**src/rtl/i2cBlkPkg.sv**
```systemverilog
package i2cBlkPkg;

  // Register positions whose behaviour is special
  localparam int CNT_IDX  = 6;
  localparam int ID_IDX   = 7;
  localparam int SKEW_IDX = 8;
  localparam int STAT_IDX = 10;
  localparam int STAT_BIT = 5;
  localparam int RSV_IDX  = 14;

  typedef enum logic [2:0] {
    S_IDLE, S_RX, S_RXACK, S_TX, S_TXACK, S_WAIT
  } busState_t;

  typedef enum logic [1:0] {
    B_ADDR, B_INDEX, B_COUNT, B_DATA
  } byteRole_t;

  // Strobes from the bus controller to the register datapath
  typedef struct packed {
    logic       loadIdx;
    logic       wrByte;
    logic       advRd;
    logic [7:0] data;
  } ctrlStrb_t;

  function automatic logic [7:0] roMask(input int i);
    case (i)
      ID_IDX:   return 8'hFF;
      STAT_IDX: return 8'h01 << STAT_BIT;
      RSV_IDX:  return 8'h80;
      default:  return 8'h00;
    endcase
  endfunction

  function automatic logic [7:0] rstVal(input int i);
    case (i)
      CNT_IDX:  return 8'h06;
      SKEW_IDX: return 8'hCC;
      default:  return 8'h00;
    endcase
  endfunction

  // valid skew codes: low two bits clear, or both upper bits set
  function automatic logic skewOk(input logic [3:0] c);
    return (c[1:0] == 2'b00) || (c[3:2] == 2'b11);
  endfunction

endpackage

```
**src/rtl/i2cSlaveCtrl.sv**
```systemverilog
module i2cSlaveCtrl
  import i2cBlkPkg::*;
#(
  parameter logic [6:0] DEV_ADDR = 7'h69
) (
  input  logic      clk,
  input  logic      rstN,
  input  logic      sclIn,
  input  logic      sdaIn,
  input  logic [7:0] cntByte,
  input  logic [7:0] rdByte,
  output ctrlStrb_t strb,
  output logic      sdaDriveLow
);

  logic [2:0] sclSh, sdaSh;
  logic sclNow, sclOld, sdaNow, sdaOld;
  logic sclRise, sclFall, startDet, stopDet;

  busState_t  state;
  byteRole_t  role;
  logic [2:0] bitCnt;
  logic [7:0] shReg;
  logic [7:0] left;
  logic       rxDone, readDir, hostAck, drvLow;
  logic       addrHit, accept, decide;

  always_ff @(posedge clk or negedge rstN) begin
    if (!rstN) begin
      sclSh <= 3'b111;
      sdaSh <= 3'b111;
    end else begin
      sclSh <= {sclSh[1:0], sclIn};
      sdaSh <= {sdaSh[1:0], sdaIn};
    end
  end

  assign sclNow   = sclSh[1];
  assign sclOld   = sclSh[2];
  assign sdaNow   = sdaSh[1];
  assign sdaOld   = sdaSh[2];
  assign sclRise  = sclNow & ~sclOld;
  assign sclFall  = ~sclNow & sclOld;
  assign startDet = sclNow & sclOld & sdaOld & ~sdaNow;
  assign stopDet  = sclNow & sclOld & ~sdaOld & sdaNow;

  assign addrHit = (shReg[7:1] == DEV_ADDR);

  always_comb begin
    case (role)
      B_ADDR:  accept = addrHit;
      B_DATA:  accept = (left != 8'd0);
      default: accept = 1'b1;
    endcase
  end

  assign decide = (state == S_RX) && rxDone && sclFall;

  always_comb begin
    strb.loadIdx = decide && (role == B_INDEX);
    strb.wrByte  = decide && (role == B_DATA) && (left != 8'd0);
    strb.advRd   = (state == S_TXACK) && sclFall && hostAck;
    strb.data    = shReg;
  end

  function automatic byteRole_t nextRole(input byteRole_t r);
    case (r)
      B_ADDR:  return B_INDEX;
      B_INDEX: return B_COUNT;
      default: return B_DATA;
    endcase
  endfunction

  always_ff @(posedge clk or negedge rstN) begin
    if (!rstN) begin
      state   <= S_IDLE;
      role    <= B_ADDR;
      bitCnt  <= 3'd0;
      shReg   <= 8'd0;
      left    <= 8'd0;
      rxDone  <= 1'b0;
      readDir <= 1'b0;
      hostAck <= 1'b0;
      drvLow  <= 1'b0;
    end else if (startDet) begin
      state  <= S_RX;
      role   <= B_ADDR;
      bitCnt <= 3'd0;
      rxDone <= 1'b0;
      drvLow <= 1'b0;
    end else if (stopDet) begin
      state  <= S_IDLE;
      rxDone <= 1'b0;
      drvLow <= 1'b0;
    end else begin
      case (state)
        S_RX: begin
          if (sclRise && !rxDone) begin
            shReg  <= {shReg[6:0], sdaNow};
            bitCnt <= bitCnt + 3'd1;
            if (bitCnt == 3'd7) rxDone <= 1'b1;
          end else if (decide) begin
            rxDone <= 1'b0;
            if (accept) begin
              drvLow <= 1'b1;
              state  <= S_RXACK;
              case (role)
                B_ADDR:  readDir <= shReg[0];
                B_COUNT: left    <= shReg;
                B_DATA:  left    <= left - 8'd1;
                default: ;
              endcase
            end else begin
              state <= S_WAIT;
            end
          end
        end
        S_RXACK: begin
          if (sclFall) begin
            bitCnt <= 3'd0;
            if (role == B_ADDR && readDir) begin
              state  <= S_TX;
              shReg  <= cntByte;
              drvLow <= ~cntByte[7];
            end else begin
              state  <= S_RX;
              role   <= nextRole(role);
              drvLow <= 1'b0;
            end
          end
        end
        S_TX: begin
          if (sclFall) begin
            if (bitCnt == 3'd7) begin
              drvLow <= 1'b0;
              state  <= S_TXACK;
            end else begin
              shReg  <= {shReg[6:0], 1'b0};
              drvLow <= ~shReg[6];
              bitCnt <= bitCnt + 3'd1;
            end
          end
        end
        S_TXACK: begin
          if (sclRise) begin
            hostAck <= ~sdaNow;
          end else if (sclFall) begin
            if (hostAck) begin
              shReg  <= rdByte;
              drvLow <= ~rdByte[7];
              bitCnt <= 3'd0;
              state  <= S_TX;
            end else begin
              state <= S_WAIT;
            end
          end
        end
        default: ;
      endcase
    end
  end

  assign sdaDriveLow = drvLow;

endmodule

```
**src/rtl/regBankPath.sv**
```systemverilog
module regBankPath
  import i2cBlkPkg::*;
#(
  parameter int         NUM_REGS = 15,
  parameter logic [3:0] REV_ID   = 4'h1,
  parameter logic [3:0] VEN_ID   = 4'h1,
  localparam int        IDX_W    = $clog2(NUM_REGS),
  localparam int        FLAT_W   = NUM_REGS * 8
) (
  input  logic              clk,
  input  logic              rstN,
  input  ctrlStrb_t         strb,
  input  logic              statusIn,
  output logic [7:0]        rdByte,
  output logic [7:0]        cntByte,
  output logic [IDX_W-1:0]  idxNow,
  output logic [FLAT_W-1:0] regFlat
);

  localparam logic [IDX_W-1:0] LAST = IDX_W'(NUM_REGS - 1);

  logic [IDX_W-1:0]  idx;
  logic [FLAT_W-1:0] viewFlat;

  always_ff @(posedge clk or negedge rstN) begin
    if (!rstN) begin
      idx <= '0;
    end else if (strb.loadIdx) begin
      idx <= (strb.data < 8'(NUM_REGS)) ? strb.data[IDX_W-1:0] : '0;
    end else if (strb.wrByte || strb.advRd) begin
      idx <= (idx == LAST) ? '0 : idx + 1'b1;
    end
  end

  for (genvar g = 0; g < NUM_REGS; g++) begin : gReg
    localparam logic [7:0] RO = roMask(g);
    logic [7:0] held, nxt, overlay;

    if (g == SKEW_IDX) begin : gSkew
      always_comb begin
        nxt = held;
        if (skewOk(strb.data[7:4])) nxt[7:4] = strb.data[7:4];
        if (skewOk(strb.data[3:0])) nxt[3:0] = strb.data[3:0];
      end
    end else begin : gPlain
      assign nxt = strb.data & ~RO;
    end

    always_ff @(posedge clk or negedge rstN) begin
      if (!rstN) held <= rstVal(g) & ~RO;
      else if (strb.wrByte && idx == IDX_W'(g)) held <= nxt;
    end

    if (g == ID_IDX) begin : gId
      assign overlay = {REV_ID, VEN_ID};
    end else if (g == STAT_IDX) begin : gStat
      assign overlay = statusIn ? (8'h01 << STAT_BIT) : 8'h00;
    end else begin : gNone
      assign overlay = 8'h00;
    end

    assign viewFlat[g*8 +: 8] = held | overlay;
  end

  assign rdByte  = viewFlat[{idx, 3'b000} +: 8];
  assign cntByte = viewFlat[CNT_IDX*8 +: 8];
  assign idxNow  = idx;
  assign regFlat = viewFlat;

endmodule

```
**src/rtl/i2cIndexedRegs.sv**
```systemverilog
module i2cIndexedRegs
  import i2cBlkPkg::*;
#(
  parameter int         NUM_REGS = 15,
  parameter logic [3:0] REV_ID   = 4'h1,
  parameter logic [3:0] VEN_ID   = 4'h1,
  parameter logic [6:0] DEV_ADDR = 7'h69,
  localparam int        IDX_W    = $clog2(NUM_REGS)
) (
  input  logic                  clk,
  input  logic                  rstN,
  input  logic                  sclIn,
  input  logic                  sdaIn,
  output logic                  sdaDriveLow,
  input  logic                  statusIn,
  output logic [NUM_REGS*8-1:0] regFlat
);

  ctrlStrb_t        strb;
  logic [7:0]       rdByte, cntByte;
  logic [IDX_W-1:0] idxNow;
  logic             idxStep;

  i2cSlaveCtrl #(.DEV_ADDR(DEV_ADDR)) uCtrl (
    .clk(clk), .rstN(rstN), .sclIn(sclIn), .sdaIn(sdaIn),
    .cntByte(cntByte), .rdByte(rdByte), .strb(strb),
    .sdaDriveLow(sdaDriveLow)
  );

  regBankPath #(.NUM_REGS(NUM_REGS), .REV_ID(REV_ID), .VEN_ID(VEN_ID)) uPath (
    .clk(clk), .rstN(rstN), .strb(strb), .statusIn(statusIn),
    .rdByte(rdByte), .cntByte(cntByte), .idxNow(idxNow), .regFlat(regFlat)
  );

  assign idxStep = strb.wrByte | strb.advRd;

endmodule

```
**config.mk**
```make
export PLATFORM = sky130hd
export DESIGN_NAME = i2cIndexedRegs
export DESIGN_NICKNAME = d
export VERILOG_FILES = /design/src/rtl/i2cBlkPkg.sv /design/src/rtl/i2cSlaveCtrl.sv /design/src/rtl/regBankPath.sv /design/src/rtl/i2cIndexedRegs.sv
export SDC_FILE = /design/constraint.sdc
export NUM_CORES = 1
export LEC_CHECK = 0
export ABC_AREA = 1
export BUFFER_PORTS_ARGS = -buffer_cell sky130_fd_sc_hd__buf_2
export CORE_UTILIZATION = 40
export CTS_CLUSTER_DIAMETER = 40
export CTS_CLUSTER_SIZE = 12
export DETAILED_ROUTE_END_ITERATION = 10
export HOLD_SLACK_MARGIN = 0.08
export SYNTH_ARGS = -nofsm -noshare
export SYNTH_HDL_FRONTEND = slang
export SYNTH_SLANG_ARGS = --single-unit
```
**constraint.sdc**
```tcl
create_clock -name clk -period 2.1 [get_ports clk]
set_input_delay 0.21 -clock clk [delete_from_list [all_inputs] [get_ports clk]]
set_output_delay 0.21 -clock clk [all_outputs]
set_load 0.05 [all_outputs]
```
Word level (Yosys, flattened, before mapping)
Index checks and enable logic that the tools add are counted.
- input port bits: 5
- output and inout port bits: 121
- word-level logic and storage cells: 217
- bits in registers: 148
- equal/unequal tests: 51
- magnitude comparators: 1
- mux-type cells: 64
- reduce and logical (&&, ||, !) cells: 52
- shift-type cells: 1
- $add $sub $neg: 3
- bitwise logic cells: 18
- operators by type and width (cell ; number):
    120-bit by 8-bit indexed part select with 8-bit output ; 1
    8-bit 2-to-1 mux ; 8
    3-bit 2-to-1 mux ; 20
    8-bit case mux with 4 select lines ; 1
    4-bit == test, second input constant ; 7
    4-bit by 1-bit != test with 1-bit output, second input constant ; 7
    3-bit case mux with 4 select lines ; 2
    1-bit logical AND ; 23
    1-bit 2-to-1 mux ; 18
    9-bit AND reduction ; 2
    4-bit 2-to-1 mux ; 4
    8-bit case mux with 2 select lines ; 1
    2-bit by 1-bit != test with 1-bit output, second input constant ; 7
    7-bit AND reduction ; 2
    4-bit by 3-bit == test with 1-bit output, second input constant ; 3
    2-bit 2-to-1 mux ; 6
    3-bit by 1-bit != test with 1-bit output, second input constant ; 4
    11-bit AND reduction ; 1
    1-bit inverter ; 10
    2-bit == test, second input constant ; 4
    4-bit by 2-bit == test with 1-bit output, second input constant ; 2
    8-bit by 4-bit < comparator with 1-bit output, second input constant ; 1
    4-bit by 2-bit != test with 1-bit output, second input constant ; 2
    8-bit OR ; 1
    32 further kinds ; 53

Longest topological paths before layout
- depth after elaboration: 10
- depth in mapped cells: 11
- mapped depth without buffers: 11

Cells and area by module
A second synthesis with hierarchy kept.
- cells, all modules: 1066
- area total of the unflattened synthesis: 7880.1 sq um
- modules (own cells, without submodules) (module ; area an instance (sq um) ; cells each ; seq. area each (sq um) ; instances):
    regBankPath ; 5679.2 ; 760 ; 2860.2 ; 1
    i2cSlaveCtrl ; 2200.9 ; 306 ; 858.3 ; 1

Worst setup path after synthesis
OpenSTA, ideal clock, no wires.
- path type: reg-to-reg
- from: register uCtrl.sclSh[2]
- to: register uPath.gReg[5].held[4]
- path buffers: 1
- library setup time: 0.133 ns
- slack: 0.209 ns
- arrival time: 1.758 ns
- period minus slack after synthesis: 1.891 ns
- stages on the path, launching flop included: 11
- data required time: 1.967 ns
- cell sequence: dfstp_2 -> nand2_1 -> inv_1 -> nand2_1 -> nor2_1 -> nand2_1 -> nor2_1 -> nand2_1 -> buf_6 -> nand2_1 -> o21ai_0
- cells in the longest elaborated chain, start to end: 5
- ends and longest elaborated chain (item ; RTL line ; RTL):
    start: declaration ; i2cSlaveCtrl.sv:16 ; logic [2:0] sclSh, sdaSh;
    start signal: assignment ; i2cSlaveCtrl.sv:33 ; sclSh <= {sclSh[1:0], sclIn};
    1-bit bitwise AND ; i2cSlaveCtrl.sv:43 ; assign sclFall = ~sclNow & sclOld;
    1-bit logical AND ; i2cSlaveCtrl.sv:57 ; assign decide = (state == S_RX) && rxDone && sclFall;
    1-bit logical AND (2 in a row) ; i2cSlaveCtrl.sv:61 ; strb.wrByte = decide && (role == B_DATA) && (left != 8'd0);
    1-bit logical AND ; regBankPath.sv:51 ; else if (strb.wrByte && idx == IDX_W'(g)) held <= nxt;
    end signal: assignment ; regBankPath.sv:50 ; if (!rstN) held <= rstVal(g) & ~RO;
    end signal: assignment ; regBankPath.sv:51 ;
    end: declaration ; regBankPath.sv:37 ; logic [7:0] held, nxt, overlay;
No other way between the ends.
A chain may end at the register's enable or synchronous reset.

Worst setup path in the final report
- from: register uCtrl.left[0]
- to: register uPath.gReg[0].held[2]
- cells in the longest elaborated chain, start to end: 3
- ends and longest elaborated chain (item ; RTL line ; RTL):
    start: declaration ; i2cSlaveCtrl.sv:24 ; logic [7:0] left;
    start signal: assignment ; i2cSlaveCtrl.sv:109 ; B_COUNT: left <= shReg;
    start signal: assignment ; i2cSlaveCtrl.sv:110 ; B_DATA: left <= left - 8'd1;
    8-bit nonzero test ; i2cSlaveCtrl.sv:61 ;
    1-bit logical AND ; i2cSlaveCtrl.sv:61 ;
    1-bit logical AND ; regBankPath.sv:51 ;
    end signal: assignment ; regBankPath.sv:50 ;
    end signal: assignment ; regBankPath.sv:51 ;
    end: declaration ; regBankPath.sv:37 ;
No other way between the ends.

==> out/results.ini <==
[floorplanning]
dieArea_um2=19540
rows=50
die_x_um=139.8
pin_count=126
start_util=0.4072
die_y_um=139.8
core_region_area_um2=18640

[yosys]
synthDistinctLibCells=28
yosysSeqAreaShare=0.4898
synth.avg_cell_area_um2=7.336
syn_area_um2=7592
ys_warn_count=0
postSynthCellCount=1035
ys_ff_latch=148

[critical_path]
max_stage_delay_ns=0.39
crit_chain=inv_1, ha_1, nand2_1, nor2_1, nor2_1, nand2_2, nor2_2, nand2_1, buf_4, nand2_1, o21ai_0
end_kind=flip-flop
cp-start-kind=flip-flop
cpMostUsedCell=nand2_1
cp.required_ns=2.38
critPathMaxFanout=16
critPathKind=flip-flop to flip-flop
reg2reg_depth=11
cp.arrival_ns=2.25
crit_slowest_cell=dfrtp_1

[timing]
maxSlewViolCount=0
finClkSkew_ns=0.01325
fin_ws_ns=0.1333
worst_pin_slew_ns=0.7187
setup_viol_count_final=0
max_freq_mhz=508.5
hold_viol=0
fin_tns_setup_ns=0
slew_headroom=0.5203
post-route-min-period_ns=1.967
timing.final.crit_share=0.9365

[clock_network]
clkTransAtPathRegs_ns=0.06
h-tree-depth=4
clock_path_buffers=2
cts_inserted_buffers=17
cts_tree=built
clk_latency_ns=0.43
cts.sinks=148
cts-root-buf=clkbuf_16

[global_route]
grt_pass1_wl_um=37920
antenna_found_initial=0
track_usage=0.2532
grt_max_degree=57
gr-total-overflow=0
grt_pass1_vias=6693

[placement]
io_buffers=116
gp_congestion=0.8705
dpl_worst_slack_ns=0.01568
dp_hpwl_um=17140

[final_layout]
final_layout_size_suffix_gt1_frac=0.1879
layout_common_cells=nand2_1, o21ai_0, dfrtp_1, buf_2, nand3_1
fin_nets=1188
diodes=0
seqCellArea_um2=3719
n_fill_cell=1840
multi_input_comb_area_um2=3460
area_growth_pct=22.79
final_core_util=0.5001
layout_commonest_cell=nand2_1

[power]
ir_worst_vdd_mv=0.7469
p_leak_uw=0.004951
power.density_nw_per_um2=1037

[min_path]
hp-class=input port to asynchronous set/reset pin

[drt]
viasPerCell=5.142
dr_total_vias=7307
drc=0
drtAntennaViolNets=0
firstDrtPassIters=5
wl_per_cell_um=17.03
drt_iter0_drc=558
wirelength_um=24200

[run]
cap_violations=0

[status]
outcome=finished, final reports clean

## routing by layer
layer  share of wire  wire length (um)  up-vias  track usage
met2            0.47             11370      213       0.3908
met4           0.017               410        0      0.08039
met5               0                 0        -            0
met3           0.045              1094       30      0.04026
met1            0.47             11320     3462       0.3633
li1                -                 -     3602            -
## registers in the layout (all words and copies together), names as in the netlist, 4 cells and up
register / flops
uPath.gReg.held: 102
uCtrl.left: 8
uCtrl.shReg: 8
uPath.cntByte: 8
uPath.idxNow: 4
## critical path: cells and delay by family (launching register included)
kind / cells / cell delay (ns)
AND/OR/NAND/NOR: 7 / 0.85
flip-flops: 1 / 0.39
buffers and inverters: 2 / 0.26
adder cells (fa/ha/maj): 1 / 0.25
AO/OA/AOI/OAI: 1 / 0.07
## report_power, final
group / total (uW) / switching [uW] / leakage (uW) / internal, uW
registers: 3260 / 214 / 0.00199 / 3040
clock network: 3350 / 1240 / 0.000304 / 2110
logic: 3060 / 2230 / 0.00266 / 831
total: 9660 / 3680 / 0.00495 / 5980
## what timing repair did
action / 4_1_cts / 5_1_grt
pin swaps: 0 / 1
hold endpoints to repair: 47 / 0
gates resized for setup: 1 / 13
setup endpoints to repair: 1 / 101
buffers inserted: 0 / 1
hold buffers: 3 / 0
## layout make-up
type / instances / share of cell area
repair buffers: 170 / 0.1113
flip-flops and latches: 148 / 0.3989
inverters: 47 / 0.01892
clock buffers: 19 / 0.04644
well taps: 234 / 0.03141
multi-input cells: 791 / 0.3711
clock inverters: 12 / 0.02201
## synthesized netlist by cell type
library cell,count,share of area
nor2_2,1,0.00082
clkbuf_1,30,0.015
nor2_1,53,0.026
buf_2,7,0.0046
inv_2,1,0.00049
dfstp_2,12,0.042
dfrtp_1,136,0.45
conb_1,2,0.00099
inv_1,44,0.022
buf_1,3,0.0015
buf_6,6,0.0089
or2_2,1,0.00082
nor3_1,12,0.0079
ha_1,8,0.013
nand3_2,1,0.0013
o22ai_1,3,0.0025
a21boi_0,1,0.00099
a21oi_1,15,0.0099
o31ai_1,1,0.00099
nand4_1,8,0.0066
nor3_4,1,0.0021
a22oi_1,1,0.00099
clkinv_1,2,0.00099
nand2_1,449,0.22
o211ai_1,1,0.00099
nand3_1,70,0.046
o21ai_0,156,0.10
buf_4,10,0.0099
## through the flow
| step | cells | total power [uW] | hold WS (ns) | cell area (um^2) |
|---|---|---|---|---|
| 2_1_floorplan | 1042 | 5022 | -0.08559 | 7619 |
| 3_3_place_gp | 1386 | 6290 | 0.1895 | 8597 |
| 3_5_place_dp | 1386 | 6304 | 0.1898 | 8597 |
| 4_1_cts | 1420 | 9661 | 0.3045 | 9268 |
| 5_1_grt | 1421 | 10150 | 0.3366 | 9323 |
| 6_report | 1421 | 9664 | 0.2966 | 9323 |
## path summary, 6_finish.rpt
kind,start,to,slack (ns)
min,rstN,uPath.gReg[10].held[7],0.30
min in group clk,uCtrl.sdaSh[0],uCtrl.sdaSh[1],0.36
max in group asynchronous,rstN,uPath.gReg[8].held[3],1.09
min reg2reg,uCtrl.sdaSh[0],uCtrl.sdaSh[1],0.36
max reg2reg,uCtrl.left[0],uPath.gReg[0].held[2],0.13
max,uCtrl.left[0],uPath.gReg[0].held[2],0.13
## logic make-up (layout without fill, tap and decap cells)
| family | after synthesis | in the layout | share of synthesized area |
|---|---|---|---|
| and+or+nand+nor | 596 | 596 | 0.3139 |
| AOI/OAI and AO/OA | 178 | 178 | 0.1192 |
| DFF | 148 | 148 | 0.4898 |
| buffers and inverters | 103 | 248 | 0.06295 |
| adders and majority gates | 8 | 8 | 0.01318 |
| other | 2 | 9 | 0.0009892 |
(Power assumes the default switching activity.)
